--- config.mk ---
export PLATFORM = sky130hd
export DESIGN_NAME = ecc_fault_logger
export DESIGN_NICKNAME = d
export VERILOG_FILES = /design/src/rtl/ecc_log_pkg.sv /design/src/rtl/ecc_capture_bank.sv /design/src/rtl/ecc_irq_mask.sv /design/src/rtl/ecc_inject.sv /design/src/rtl/ecc_fault_logger.sv
export SDC_FILE = /design/constraint.sdc
export NUM_CORES = 1
export LEC_CHECK = 0
export ABC_CLOCK_PERIOD_IN_PS = 5200
export CAP_MARGIN = 10
export CELL_PAD_IN_SITES_DETAIL_PLACEMENT = 0
export CELL_PAD_IN_SITES_GLOBAL_PLACEMENT = 1
export CORE_MARGIN = 4
export CORE_UTILIZATION = 35
export DETAILED_ROUTE_END_ITERATION = 10
export HOLD_SLACK_MARGIN = 0.02
export PLACE_DENSITY = 0.77
export SLEW_MARGIN = 20
export SYNTH_ARGS = -nofsm -noshare
export SYNTH_HDL_FRONTEND = slang
export SYNTH_SLANG_ARGS = --single-unit
export TNS_END_PERCENT = 100
--- constraint.sdc ---
create_clock -name clk -period 5.2 [get_ports clk]
set_clock_uncertainty 0.2 [all_clocks]
set_input_delay 1.56 -clock clk [delete_from_list [all_inputs] [get_ports clk]]
set_output_delay 1.56 -clock clk [all_outputs]
set_load 0.005 [all_outputs]
--- src/rtl/ecc_log_pkg.sv ---
package ecc_log_pkg;
  localparam int OFS_STATUS  = 'h04;
  localparam int OFS_MASK    = 'h08;
  localparam int OFS_IEN     = 'h0C;
  localparam int OFS_IDS     = 'h10;
  localparam int OFS_ECCCTL  = 'h14;
  localparam int OFS_CAPBASE = 'h1C;
  localparam int CAP_STRIDE  = 'h18;
  localparam int CAP_ADDR    = 'h00;
  localparam int CAP_DLO     = 'h04;
  localparam int CAP_DHI     = 'h08;
  localparam int CAP_SYN     = 'h14;
  localparam int OFS_PAT     = 'h4C;
  localparam int OFS_COUNT   = 'h74;
  localparam int FLAG_LSB    = 6;
  localparam int N_KINDS     = 2;
  typedef enum logic [0:0] {KIND_CE = 1'b0, KIND_UE = 1'b1} err_kind_e;
endpackage

--- src/rtl/ecc_capture_bank.sv ---
module ecc_capture_bank #(
  parameter int ADDR_W = 32,
  parameter int DATA_W = 64,
  parameter int SYN_W  = 8
) (
  input  logic              clk,
  input  logic              rst_n,
  input  logic              ecc_en,
  input  logic              evt,
  input  logic              clr,
  input  logic [ADDR_W-1:0] evt_addr,
  input  logic [DATA_W-1:0] evt_data,
  input  logic [SYN_W-1:0]  evt_syn,
  output logic              flag,
  output logic [ADDR_W-1:0] cap_addr,
  output logic [DATA_W-1:0] cap_data,
  output logic [SYN_W-1:0]  cap_syn
);
  logic flag_d, load;

  assign load = evt && ecc_en && !flag;

  always_comb begin
    flag_d = flag;
    if (clr)           flag_d = 1'b0;
    if (evt && ecc_en) flag_d = 1'b1;
  end

  always_ff @(posedge clk or negedge rst_n) begin
    if (!rst_n) flag <= 1'b0;
    else        flag <= flag_d;
  end

  always_ff @(posedge clk or negedge rst_n) begin
    if (!rst_n) begin
      cap_addr <= '0;
      cap_data <= '0;
      cap_syn  <= '0;
    end else if (load) begin
      cap_addr <= evt_addr;
      cap_data <= evt_data;
      cap_syn  <= evt_syn;
    end
  end


  hold_first_chk: assert property (@(posedge clk) disable iff (!rst_n)
    flag |=> ($stable(cap_addr) && $stable(cap_data) && $stable(cap_syn)));

  evt_sets_flag_chk: assert property (@(posedge clk) disable iff (!rst_n)
    (evt && ecc_en) |=> flag);

  gated_when_off_chk: assert property (@(posedge clk) disable iff (!rst_n)
    (!ecc_en && !flag) |=> (!flag && $stable(cap_addr)));
endmodule

--- src/rtl/ecc_irq_mask.sv ---
module ecc_irq_mask #(
  parameter int N = 2
) (
  input  logic         clk,
  input  logic         rst_n,
  input  logic [N-1:0] en_bits,
  input  logic [N-1:0] dis_bits,
  input  logic [N-1:0] flags,
  output logic [N-1:0] mask,
  output logic         irq
);
  logic [N-1:0] mask_d;

  always_comb mask_d = (mask & ~en_bits) | dis_bits;

  always_ff @(posedge clk or negedge rst_n) begin
    if (!rst_n) mask <= '1;
    else        mask <= mask_d;
  end

  assign irq = |(flags & ~mask);


  en_clears_chk: assert property (@(posedge clk) disable iff (!rst_n)
    (en_bits[0] && !dis_bits[0]) |=> !mask[0]);

  dis_sets_chk: assert property (@(posedge clk) disable iff (!rst_n)
    dis_bits[N-1] |=> mask[N-1]);

  irq_needs_flag_chk: assert property (@(posedge clk) disable iff (!rst_n)
    irq |-> (flags != '0));
endmodule

--- src/rtl/ecc_inject.sv ---
module ecc_inject #(
  parameter int DATA_W = 64,
  parameter int CNT_W  = 28,
  parameter int WORDS  = DATA_W / 32
) (
  input  logic              clk,
  input  logic              rst_n,
  input  logic [WORDS-1:0]  pat_we,
  input  logic              cnt_we,
  input  logic [31:0]       wdata,
  input  logic              mem_wr,
  input  logic [DATA_W-1:0] din,
  output logic [DATA_W-1:0] dout,
  output logic [DATA_W-1:0] pattern,
  output logic [CNT_W-1:0]  count
);
  localparam logic [CNT_W-1:0] CNT_ONE = CNT_W'(1);
  logic [DATA_W-1:0] pat_d;
  logic [CNT_W-1:0]  cnt_d;
  logic              fire;

  assign fire = mem_wr && (count == CNT_ONE);

  always_comb begin
    pat_d = pattern;
    for (int w = 0; w < WORDS; w++)
      if (pat_we[w]) pat_d[w*32 +: 32] = wdata;
  end

  always_comb begin
    cnt_d = count;
    if (cnt_we)                     cnt_d = wdata[CNT_W-1:0];
    else if (mem_wr && count != '0) cnt_d = count - CNT_ONE;
  end

  always_ff @(posedge clk or negedge rst_n) begin
    if (!rst_n) pattern <= '0;
    else if (|pat_we) pattern <= pat_d;
  end

  always_ff @(posedge clk or negedge rst_n) begin
    if (!rst_n) count <= '0;
    else        count <= cnt_d;
  end

  assign dout = fire ? (din ^ pattern) : din;


  fire_disarms_chk: assert property (@(posedge clk) disable iff (!rst_n)
    (fire && !cnt_we) |=> (count == '0));

  step_down_chk: assert property (@(posedge clk) disable iff (!rst_n)
    (mem_wr && count != '0 && !cnt_we) |=> (count == $past(count) - CNT_ONE));

  pass_idle_chk: assert property (@(posedge clk) disable iff (!rst_n)
    (count == '0) |-> (dout == din));
endmodule

--- src/rtl/ecc_fault_logger.sv ---
module ecc_fault_logger
  import ecc_log_pkg::*;
#(
  parameter int REG_AW = 8,
  parameter int ADDR_W = 32,
  parameter int DATA_W = 64,
  parameter int SYN_W  = 8,
  parameter int CNT_W  = 28
) (
  input  logic              clk,
  input  logic              rst_n,
  input  logic              reg_wr,
  input  logic [REG_AW-1:0] reg_addr,
  input  logic [31:0]       reg_wdata,
  output logic [31:0]       reg_rdata,
  input  logic              evt_ce,
  input  logic              evt_ue,
  input  logic [ADDR_W-1:0] evt_addr,
  input  logic [DATA_W-1:0] evt_data,
  input  logic [SYN_W-1:0]  evt_syn,
  input  logic              mem_wr,
  input  logic [DATA_W-1:0] mem_wdata_in,
  output logic [DATA_W-1:0] mem_wdata_out,
  output logic              irq
);
  localparam int WORDS = DATA_W / 32;

  logic                ecc_en, ecc_en_d, ecc_en_we;
  logic [N_KINDS-1:0]  evt_v, flags, clr_v, en_bits, dis_bits, mask;
  logic [ADDR_W-1:0]   cap_addr [N_KINDS];
  logic [DATA_W-1:0]   cap_data [N_KINDS];
  logic [SYN_W-1:0]    cap_syn  [N_KINDS];
  logic [WORDS-1:0]    pat_we;
  logic                cnt_we;
  logic [DATA_W-1:0]   pattern;
  logic [CNT_W-1:0]    count;

  function automatic logic hit(input logic [REG_AW-1:0] a, input int ofs);
    return a == REG_AW'(ofs);
  endfunction

  assign evt_v[KIND_CE] = evt_ce;
  assign evt_v[KIND_UE] = evt_ue;

  assign ecc_en_we = reg_wr && hit(reg_addr, OFS_ECCCTL);
  assign cnt_we    = reg_wr && hit(reg_addr, OFS_COUNT);
  always_comb ecc_en_d = ecc_en_we ? reg_wdata[0] : ecc_en;

  always_ff @(posedge clk or negedge rst_n) begin
    if (!rst_n) ecc_en <= 1'b0;
    else        ecc_en <= ecc_en_d;
  end

  genvar k;
  generate
    for (k = 0; k < N_KINDS; k++) begin : g_kind
      assign clr_v[k]    = reg_wr && hit(reg_addr, OFS_STATUS) && reg_wdata[FLAG_LSB+k];
      assign en_bits[k]  = reg_wr && hit(reg_addr, OFS_IEN)    && reg_wdata[FLAG_LSB+k];
      assign dis_bits[k] = reg_wr && hit(reg_addr, OFS_IDS)    && reg_wdata[FLAG_LSB+k];
      ecc_capture_bank #(.ADDR_W(ADDR_W), .DATA_W(DATA_W), .SYN_W(SYN_W)) u_cap (
        .clk(clk), .rst_n(rst_n), .ecc_en(ecc_en), .evt(evt_v[k]), .clr(clr_v[k]),
        .evt_addr(evt_addr), .evt_data(evt_data), .evt_syn(evt_syn),
        .flag(flags[k]), .cap_addr(cap_addr[k]), .cap_data(cap_data[k]),
        .cap_syn(cap_syn[k]));
    end
    for (k = 0; k < WORDS; k++) begin : g_patwe
      assign pat_we[k] = reg_wr && hit(reg_addr, OFS_PAT + 4*k);
    end
  endgenerate

  ecc_irq_mask #(.N(N_KINDS)) u_irq (
    .clk(clk), .rst_n(rst_n), .en_bits(en_bits), .dis_bits(dis_bits),
    .flags(flags), .mask(mask), .irq(irq));

  ecc_inject #(.DATA_W(DATA_W), .CNT_W(CNT_W), .WORDS(WORDS)) u_inj (
    .clk(clk), .rst_n(rst_n), .pat_we(pat_we), .cnt_we(cnt_we), .wdata(reg_wdata),
    .mem_wr(mem_wr), .din(mem_wdata_in), .dout(mem_wdata_out),
    .pattern(pattern), .count(count));

  always_comb begin
    reg_rdata = '0;
    if (hit(reg_addr, OFS_STATUS)) reg_rdata[FLAG_LSB +: N_KINDS] = flags;
    if (hit(reg_addr, OFS_MASK))   reg_rdata[FLAG_LSB +: N_KINDS] = mask;
    if (hit(reg_addr, OFS_ECCCTL)) reg_rdata[0] = ecc_en;
    if (hit(reg_addr, OFS_COUNT))  reg_rdata[CNT_W-1:0] = count;
    for (int w = 0; w < WORDS; w++)
      if (hit(reg_addr, OFS_PAT + 4*w)) reg_rdata = pattern[w*32 +: 32];
    for (int t = 0; t < N_KINDS; t++) begin
      if (hit(reg_addr, OFS_CAPBASE + t*CAP_STRIDE + CAP_ADDR)) reg_rdata = 32'(cap_addr[t]);
      if (hit(reg_addr, OFS_CAPBASE + t*CAP_STRIDE + CAP_DLO))  reg_rdata = cap_data[t][31:0];
      if (hit(reg_addr, OFS_CAPBASE + t*CAP_STRIDE + CAP_DHI))  reg_rdata = cap_data[t][63:32];
      if (hit(reg_addr, OFS_CAPBASE + t*CAP_STRIDE + CAP_SYN))  reg_rdata = 32'(cap_syn[t]);
    end
  end


  both_kinds_chk: assert property (@(posedge clk) disable iff (!rst_n)
    (evt_ce && evt_ue && ecc_en) |=> (flags == '1));

  ctl_zero_chk: assert property (@(posedge clk) disable iff (!rst_n)
    hit(reg_addr, 'h00) |-> (reg_rdata == '0));
endmodule

==> results.yml <==
status:
  status: "finished, violations left"
  failed_checks: "setup timing"
power_and_ir_drop:
  ir_worst_vdd_mv: 0.189
  power.total_mw: 7.27
  cellPowerDensity_nw_per_um2: 321
  power.leakage_nw: 10.1
place:
  dp.final_hpwl_um: 40200
  place_inst: 2355
  io_buffers: 310
  routabilityCongestion: 0.902
grt:
  grt_overflow_total: 0
  grt_pass1_wl_um: 82500
  antenna_found_initial: 4
  groute.usage.overall_pct: 22.4
  grt_max_degree: 94
  grt_pass1_vias: 13500
finish:
  drive_gt1_share_pct: 36.1
  final_cell_count_no_fill: 2468
  nNetsFinal: 2076
  area_delta_synth_final_pct: 46.0
cts:
  cts_inserted_buffers: 35
  cts_tree: "yes"
  root_buffer: "clkbuf_16"
  clk_latency_ns: 0.52
  cts_sinks: 305
  cts.reportedPaths.clkPinSlew_ns: 0.06
  cts_max_level: 2
  clockBufferDepth: 3
  holdBufCountCts: 0
logic_synthesis:
  ys_ff_latch: 305
  ys_top_cells_by_count: "303 x dfrtp_1, 276 x mux2_2, 139 x nand2_1"
  synthFlopType: "dfrtp_1"
  avgSynthCellArea_um2: 11.0
  synth_area_leaders: "dfrtp_1 49%, mux2_2 20%, xnor2_1 4.4%"
  yosys_warnings: 0
  synth_top_area_share_pct: 48.9
  ys_types: 67
  synth_top_area_cell: "dfrtp_1"
  synth-edff-count: 0
  syn-num-nets: 1624
  seq_area_frac_synth_pct: 49.2
  synth_most_common_cell: "dfrtp_1"
  async_reset_ff_share_pct: 100
  syn_area_um2: 15500
  synthCells: 1408
hold_path:
  holdPathStages: 1
  hold_path.class: "register to register"
  hold-path-endpoint: "g_kind[1].u_cap.cap_data[50]"
  hold_path.startpoint: "g_kind[1].u_cap.cap_data[50]"
timing:
  final_hold_viol_count: 0
  worst_slack_ns: -0.00292
  final_max_slew_viol_count: 0
  clock.fmax_ghz: 0.192
  period_needed_ns: 5.20
  grt_setup_unrepaired: "true"
  slew_headroom_pct: 43.5
  worst_slew_pin_slew_ns: 0.840
  min_period_over_period_pct: 100
  setup_viol: 2
routing:
  postRouteWirelength_um: 55000
  drcViolationCount: 0
  drtIter0Drc: 817
  antenna_left: 0
  wl_per_cell_um: 22.3
  dr.pass1.iters: 5
  via_count: 13100
  avgViaCountPerCell: 5.31
worst_setup_path:
  end_kind: "primary output"
  critical_path.startpoint_type: "input port"
  reg2reg_setup_slack_ns: 2.13
  crit_type: "input port to primary output"
  reg2reg_to: "u_inj.count[25]"
  worst-r2r-cell-count: 7
  critPathMaxFanout: 6
  cp_data_required_time_ns: 3.44
  arrival_ns: 3.44
  rr_startpoint: "u_inj.count[6]"
die:
  start_util_pct: 35.7
  fp.dieH_um: 219
  die_width_um: 219
  num_io_pins: 311
  coreArea_um2: 43500
  dieArea_um2: 47800
  rows: 76
job:
  maxCapViolCount: 0
sequential cells by signal, summed over array words and instances, names as in the netlist:
register and flops:
u_irq.mask 2, g_kind.u_cap.flag 2, u_inj.count 28, g_kind.u_cap.cap_addr 64
g_kind.u_cap.cap_syn 16, ecc_en 1, g_kind.u_cap.cap_data 128, u_inj.pattern 64
routing by layer:
layer | wire (um) | track usage [%] | vias to the layer above | part of all wire (%)
met5 | 7 | 0 | - | 0.013
met1 | 23700 | 30.2 | 6599 | 43
li1 | - | - | 6033 | -
met3 | 3100 | 3.32 | 76 | 5.6
met2 | 26800 | 37.7 | 402 | 49
met4 | 1400 | 6.34 | 2 | 2.6
power breakdown:
group	internal, mW	switching, mW	total (mW)
clock	1.60	0.971	2.57
combinational	0.808	0.539	1.35
sequential	2.93	0.422	3.35
how the worst max path moves through the flow:
stage	cells after the start	end	startpoint	slack (ns)
floorplan	8	reg_rdata[21]	reg_addr[3]	0.08
global placement	11	reg_rdata[22]	reg_addr[3]	-1.01
detailed placement	11	reg_rdata[4]	reg_addr[4]	-0.97
CTS	13	reg_rdata[29]	reg_addr[3]	-0.12
global route	14	reg_rdata[29]	reg_addr[5]	-0.12
finish	12	reg_rdata[29]	reg_addr[1]	-0.003
area by class of cell:
cell class	count	area (um2)
sequential	305	7630
multi-input combinational	1000	8260
antenna	3	7.51
fill	3849	20800
clock inverter	10	204
clock buffer	47	971
timing repair buffer	507	4800
inverter	11	41.3
tap	585	732
cell usage in the layout (no fill, tap or decap), drive strengths merged, types with 6 or more instances in the layout:
cell type,netlist,routed
dfrtp,303,303
mux2,276,276
buf,22,239
clkdlybuf4s50,0,204
nand2,139,139
a21oi,117,117
xnor2,78,78
o21ai,72,72
nor2,64,64
clkbuf,70,51
dlygate4sd2,0,48
a221oi,22,22
or3,18,18
o22ai,16,16
a211oi,14,14
a22o,13,13
inv,11,12
nand3,12,12
mux2i,11,11
nor4,11,11
a211o,10,10
xor2,9,9
clkdlybuf4s15,0,9
nor3,9,9
o32a,8,8
nand2b,8,8
o211ai,7,7
bufinv,0,6
nor2b,6,6
critical path, cell delays in order:
cell,delay (ns)
buf_6,0.11
or3_4,0.41
nor4_4,0.23
buf_4,0.17
buf_12,0.12
buf_6,0.11
nand2_1,0.05
o21ai_1,0.09
buf_4,0.15
o211ai_1,0.10
a21oi_2,0.18
buf_2,0.14
logic make-up after synthesis:
| group | Yosys count | share of synthesized area (%) |
|---|---|---|
| adders and majority gates | 2 | 0.161 |
| DFF | 305 | 49.2 |
| xor gates and xnor gates | 87 | 4.91 |
| AOI/OAI and AO/OA | 313 | 12.7 |
| and+or+nand+nor | 311 | 9.77 |
| buffers and inverters | 103 | 2.50 |
| muxes | 287 | 20.7 |
per-stage QoR:
stage	area, um2	setup TNS [ns]	setup slack [ns]	hold slack (ns)	utilization [%]
6_report	22700	-0.00374	-0.00292	0.299	52.1
5_1_grt	22700	-0.528	-0.125	0.314	52.1
4_1_cts	22300	-0.853	-0.119	0.301	51.4
3_5_place_dp	20400	-61.53	-0.973	0.289	46.8
3_3_place_gp	20400	-63.41	-1.01	0.280	46.8
2_1_floorplan	15500	0	0.0784	0.270	-
repair_timing:
| item | in CTS | in global routing |
|---|---|---|
| pin swaps | 85 | 41 |
| endpoints found under the setup margin | 96 | 47 |
| resized for setup | 369 | 88 |
| setup buffers | 43 | 19 |
| gates cloned | 5 | 0 |
Power figures use the tool's default switching activity.
